<file path="config.mk">
export PLATFORM = sky130hd
export DESIGN_NAME = refp_monitor
export DESIGN_NICKNAME = d
export VERILOG_FILES = /design/src/rtl/refp_pkg.sv /design/src/rtl/refp_interval_ctr.sv /design/src/rtl/refp_window_cls.sv /design/src/rtl/refp_flag_fsm.sv /design/src/rtl/refp_monitor.sv
export SDC_FILE = /design/constraint.sdc
export NUM_CORES = 1
export LEC_CHECK = 0
export BUFFER_PORTS_ARGS = -buffer_cell sky130_fd_sc_hd__buf_2
export CORE_MARGIN = 2
export CORE_UTILIZATION = 45
export DETAILED_ROUTE_END_ITERATION = 10
export SYNTH_ARGS = -nofsm -noshare
export SYNTH_HDL_FRONTEND = slang
export SYNTH_SLANG_ARGS = --single-unit
</file>
<file path="constraint.sdc">
create_clock -name clk -period 4.8 [get_ports clk]
set_clock_uncertainty 0.1 [all_clocks]
set_input_delay 0.24 -clock clk [delete_from_list [all_inputs] [get_ports clk]]
set_output_delay 0.24 -clock clk [all_outputs]
set_load 0.02 [all_outputs]
</file>
<file path="src/rtl/refp_pkg.sv">
package refp_pkg;

    localparam longint PPM_SCALE = 1000000;

    // Classification of one clock cycle of input activity
    typedef enum logic [2:0] {
        EV_IDLE,   // nothing to do, keep counting
        EV_START,  // first pulse while disarmed
        EV_EARLY,  // pulse before the window opens
        EV_GOOD,   // pulse inside the window
        EV_LATE    // window closed with no pulse
    } refp_event_e;

    typedef struct packed {
        logic armed;
        logic valid;
    } refp_state_t;

    // Lower window bound, rounded down
    function automatic longint win_low(input longint n, input longint tol);
        return (n * (PPM_SCALE - tol)) / PPM_SCALE;
    endfunction

    // Upper window bound, rounded up
    function automatic longint win_high(input longint n, input longint tol);
        return (n * (PPM_SCALE + tol) + PPM_SCALE - 1) / PPM_SCALE;
    endfunction

endpackage

</file>
<file path="src/rtl/refp_interval_ctr.sv">
module refp_interval_ctr #(
    parameter int CW   = 12,
    parameter int MAXV = 2001
) (
    input  logic          clk,
    input  logic          rst,
    input  logic          restart,
    output logic [CW-1:0] cnt
);
    localparam logic [CW-1:0] CNT_MAX = CW'(MAXV);

    // After a restart the count is 1, so a pulse k edges later reads k.
    always_ff @(posedge clk) begin
        if (rst) begin
            cnt <= '0;
        end else if (restart) begin
            cnt <= CW'(1);
        end else if (cnt != CNT_MAX) begin
            cnt <= cnt + CW'(1);
        end
    end
endmodule

</file>
<file path="src/rtl/refp_window_cls.sv">
module refp_window_cls
    import refp_pkg::*;
#(
    parameter int CW = 12,
    parameter int LO = 1999,
    parameter int HI = 2001
) (
    input  logic          pulse,
    input  logic          armed,
    input  logic [CW-1:0] cnt,
    output refp_event_e   ev
);
    localparam logic [CW-1:0] LO_C = CW'(LO);
    localparam logic [CW-1:0] HI_C = CW'(HI);

    always_comb begin
        ev = EV_IDLE;
        if (pulse) begin
            if (!armed)          ev = EV_START;
            else if (cnt < LO_C) ev = EV_EARLY;
            else                 ev = EV_GOOD;
        end else if (armed && cnt >= HI_C) begin
            ev = EV_LATE;
        end
    end
endmodule

</file>
<file path="src/rtl/refp_flag_fsm.sv">
module refp_flag_fsm
    import refp_pkg::*;
(
    input  logic        clk,
    input  logic        rst,
    input  refp_event_e ev,
    output refp_state_t st
);
    refp_state_t st_d;

    always_comb begin
        st_d = st;
        unique case (ev)
            EV_START: st_d.armed = 1'b1;
            EV_EARLY: begin st_d.armed = 1'b1; st_d.valid = 1'b0; end
            EV_GOOD:  begin st_d.armed = 1'b1; st_d.valid = 1'b1; end
            EV_LATE:  begin st_d.armed = 1'b0; st_d.valid = 1'b0; end
            default:  st_d = st;
        endcase
    end

    always_ff @(posedge clk) begin
        if (rst) st <= '0;
        else     st <= st_d;
    end
endmodule

</file>
<file path="src/rtl/refp_monitor.sv">
module refp_monitor
    import refp_pkg::*;
#(
    parameter int CYCLES_PER_MS = 2000,
    parameter int TOL_PPM       = 500
) (
    input  logic clk,
    input  logic rst,
    input  logic ref_pulse_i,
    output logic pulse_valid_o,
    output logic pulse_q_o
);
    localparam int LO = int'(win_low(longint'(CYCLES_PER_MS), longint'(TOL_PPM)));
    localparam int HI = int'(win_high(longint'(CYCLES_PER_MS), longint'(TOL_PPM)));
    localparam int CW = $clog2(HI + 2);

    logic [CW-1:0] cnt_q;
    refp_event_e   ev;
    refp_state_t   st;
    logic          pulse_q;

    refp_interval_ctr #(.CW(CW), .MAXV(HI)) u_ctr (
        .clk     (clk),
        .rst     (rst),
        .restart (ev != EV_IDLE),
        .cnt     (cnt_q)
    );

    refp_window_cls #(.CW(CW), .LO(LO), .HI(HI)) u_cls (
        .pulse (ref_pulse_i),
        .armed (st.armed),
        .cnt   (cnt_q),
        .ev    (ev)
    );

    refp_flag_fsm u_fsm (
        .clk (clk),
        .rst (rst),
        .ev  (ev),
        .st  (st)
    );

    always_ff @(posedge clk) begin
        if (rst) pulse_q <= 1'b0;
        else     pulse_q <= ref_pulse_i;
    end

    assign pulse_valid_o = st.valid;
    assign pulse_q_o     = pulse_q;
endmodule

</file>
==> flow_metrics.env <==
export IMPL_status="completed"
export IMPL_dpl_hpwl_um=832
export IMPL_timing_hold_worst_class="input pin to flip-flop"
export IMPL_vias=505
export IMPL_cts_path_max_buffers=2
export IMPL_starting_density_of_the_core_pct=46.6
export IMPL_required_ns=4.90
export IMPL_die_wd_um=43.0
export IMPL_clkTransAtPathRegs_ns=0.08
export IMPL_post_synth_instance_area_um2=686
export IMPL_grt_overflow=0
export IMPL_grt_start_max_net_pins=11
export IMPL_rsz0062_at_grt="no"
export IMPL_synth_async_reset_ratio_pct=0
export IMPL_synthCells=71
export IMPL_synth_flop_cell="sky130_fd_sc_hd__dfxtp_1"
export IMPL_final_period_minus_worst_setup_slack_ns=1.70
export IMPL_placeableCoreArea_um2=1470
export IMPL_worstSkewPairLatency_ns=0.27
export IMPL_synth_top_area_share_pct=40.9
export IMPL_tritoncts_num_buffers=3
export IMPL_avgRoutedWirePerCell_um=12.3
export IMPL_setup_total_negative_slack_ns=0
export IMPL_final_min_period_over_clock_period_pct=35.4
export IMPL_synth_area_top_cells="sky130_fd_sc_hd__dfxtp_1, sky130_fd_sc_hd__nor2_1, sky130_fd_sc_hd__xnor2_1, sky130_fd_sc_hd__xor2_1, sky130_fd_sc_hd__o311ai_4"
export IMPL_reg2reg_depth=5
export IMPL_synth_sequential_area_ratio_pct=40.9
export IMPL_port_buffers=4
export IMPL_rows=14
export IMPL_ant_nets=0
export IMPL_cts_sinks=14
export IMPL_antenna_diode_count=0
export IMPL_power_leakage_nw=0.272
export IMPL_tightest_slew_ns=0.521
export IMPL_grt_pass1_wl_um=2100
export IMPL_synth_warnings=0
export IMPL_nets=84
export IMPL_drcViolationCount=0
export IMPL_number_of_antenna_violations_at_the_first_check_in_global_routing=0
export IMPL_post_cts_repair_setup_buffers=0
export IMPL_cts_htree_levels=1
export IMPL_weighted_congestion_reported_at_the_end_of_routability_driven_placement=0.814
export IMPL_cp_start_kind="flip-flop"
export IMPL_root_buffer="sky130_fd_sc_hd__clkbuf_4"
export IMPL_fillCellCount=141
export IMPL_synthDominantAreaCellType="sky130_fd_sc_hd__dfxtp_1"
export IMPL_track_usage_pct=15.1
export IMPL_worst_path_max_fanout=6
export IMPL_slew_headroom_pct=65.2
export IMPL_postRouteWirelength_um=1150
export IMPL_hold_buffers=0
export IMPL_worstSetupPathType="flip-flop to flip-flop"
export IMPL_crit_path_end_kind="flip-flop"
export IMPL_layout_drive_gt1_share_pct=19.5
export IMPL_die_height_um=43.0
export IMPL_timing_final_hold_violations=0
export IMPL_synthesized_nets=76
export IMPL_final_standard_cell_utilization_of_the_core_pct=50.6
export IMPL_area_growth_synth_to_final_pct=8.58
export IMPL_detailedRoute_firstIterationViolations=2
export IMPL_cap_viol_max_count=0
export IMPL_grt_pass1_vias=486
export IMPL_cts_tree="built"
export IMPL_critPathArrivalTime_ns=1.80
export IMPL_setup_viol=0
export IMPL_whs_path_depth=2
export IMPL_io_pins=5
export IMPL_max_vdd_ir_drop_mv=0.122
export IMPL_drt_pass1_iter_count=4
export IMPL_power_density_nw_per_um2=270
export IMPL_post_cts_resize_count=0
export IMPL_synth_avg_cell_area_um2=9.66
export IMPL_number_of_synthesized_flops_with_an_enable_pin=0
export IMPL_synth_seq_cells=14
export IMPL_vias_per_cell=5.43
export IMPL_netlist_cell_type_count=28
export IMPL_slew_viol_final=0
export IMPL_die_area_um2=1850
export IMPL_max_clock_freq_mhz=589
## final cells by class
cell class | instances | area (µm²) | share of cell area [%]
Multi-Input combinational cell | 53 | 390 | 52.4
Sequential cell | 14 | 280 | 37.6
Clock buffer | 3 | 22.5 | 3.03
Timing Repair Buffer | 4 | 20.0 | 2.69
Tap cell | 16 | 20.0 | 2.69
Inverter | 3 | 11.3 | 1.51
## critical path: stages, from the launching register on
cell                      delay (ns)
sky130_fd_sc_hd__dfxtp_1        0.49
sky130_fd_sc_hd__ha_1           0.27
sky130_fd_sc_hd__nand3_1        0.09
sky130_fd_sc_hd__or3_4          0.37
sky130_fd_sc_hd__xnor2_1        0.13
sky130_fd_sc_hd__a31oi_1        0.17
## flip-flops by register name, indices dropped and copies added (netlist names)
| signal | flops |
|---|---|
| pulse_q_o | 1 |
| u_fsm.st | 2 |
| u_ctr.cnt | 11 |
## cell usage in the layout (no fill, tap or decap), drive strengths merged, types with 2 or more instances in the layout
cell	synthesis	layout
dfxtp	14	14
nor2	12	12
xnor2	5	5
nand2	4	4
xor2	4	4
buf	0	4
inv	3	3
nand3	3	3
clkbuf	1	3
or3	3	3
nand4	3	3
and3	2	2
nor3	2	2
ha	2	2
and4	2	2
## stage by stage
stage	std cells	cell area, µm²	hold slack, ns	setup WS, ns	power, W
floorplan	71	686	0.209	3.22	0.000134
global placement	90	722	0.328	3.08	0.000138
detailed placement	90	722	0.329	3.10	0.000138
CTS	93	744	0.0314	3.08	0.000204
global route	93	744	0.0408	2.97	0.000212
finish	93	744	0.0448	3.10	0.000201
## synthesized netlist by cell type, types with 2 or more instances
cell                      count
sky130_fd_sc_hd__dfxtp_1     14
sky130_fd_sc_hd__nor2_1      12
sky130_fd_sc_hd__xnor2_1      5
sky130_fd_sc_hd__nand2_1      4
sky130_fd_sc_hd__xor2_1       4
sky130_fd_sc_hd__inv_1        3
sky130_fd_sc_hd__nand3_1      3
sky130_fd_sc_hd__and3_1       2
sky130_fd_sc_hd__ha_1         2
sky130_fd_sc_hd__nand4_1      2
sky130_fd_sc_hd__nor3_1       2
sky130_fd_sc_hd__or3_4        2
## per-layer routing
layer / GRT usage, % / share of wire [%] / up-vias
met4: 7.27 / 1.1 / 0
met1: 21.3 / 52 / 231
li1: - / - / 266
met5: 0 / 0 / -
met3: 3.83 / 2.5 / 2
met2: 21.5 / 44 / 6
## final timing paths
check,startpoint,to,slack (ns)
min reg2reg,u_ctr.cnt[8],u_ctr.cnt[8],0.46
max,u_ctr.cnt[0],u_ctr.cnt[0],3.10
min,rst,u_ctr.cnt[0],0.04
max reg2reg,u_ctr.cnt[0],u_ctr.cnt[0],3.10
## logic make-up after synthesis
kind of cell               Yosys count  synth area share, %
AOI/OAI and AO/OA                    8                 11.7
xor gates and xnor gates             9                 11.5
adders and majority gates            2                 3.65
buffers and inverters                4                 2.19
DFF                                 14                 40.9
and+or+nand+nor                     34                 30.1
## power by group
group	leakage (nW)	switching, W	internal, W
logic	0.144	0.00000756	0.00000632
clock network	0.0138	0.0000363	0.0000290
registers	0.114	0.00000315	0.000118
total	0.272	0.0000470	0.000154
(Power assumes the default switching activity.)
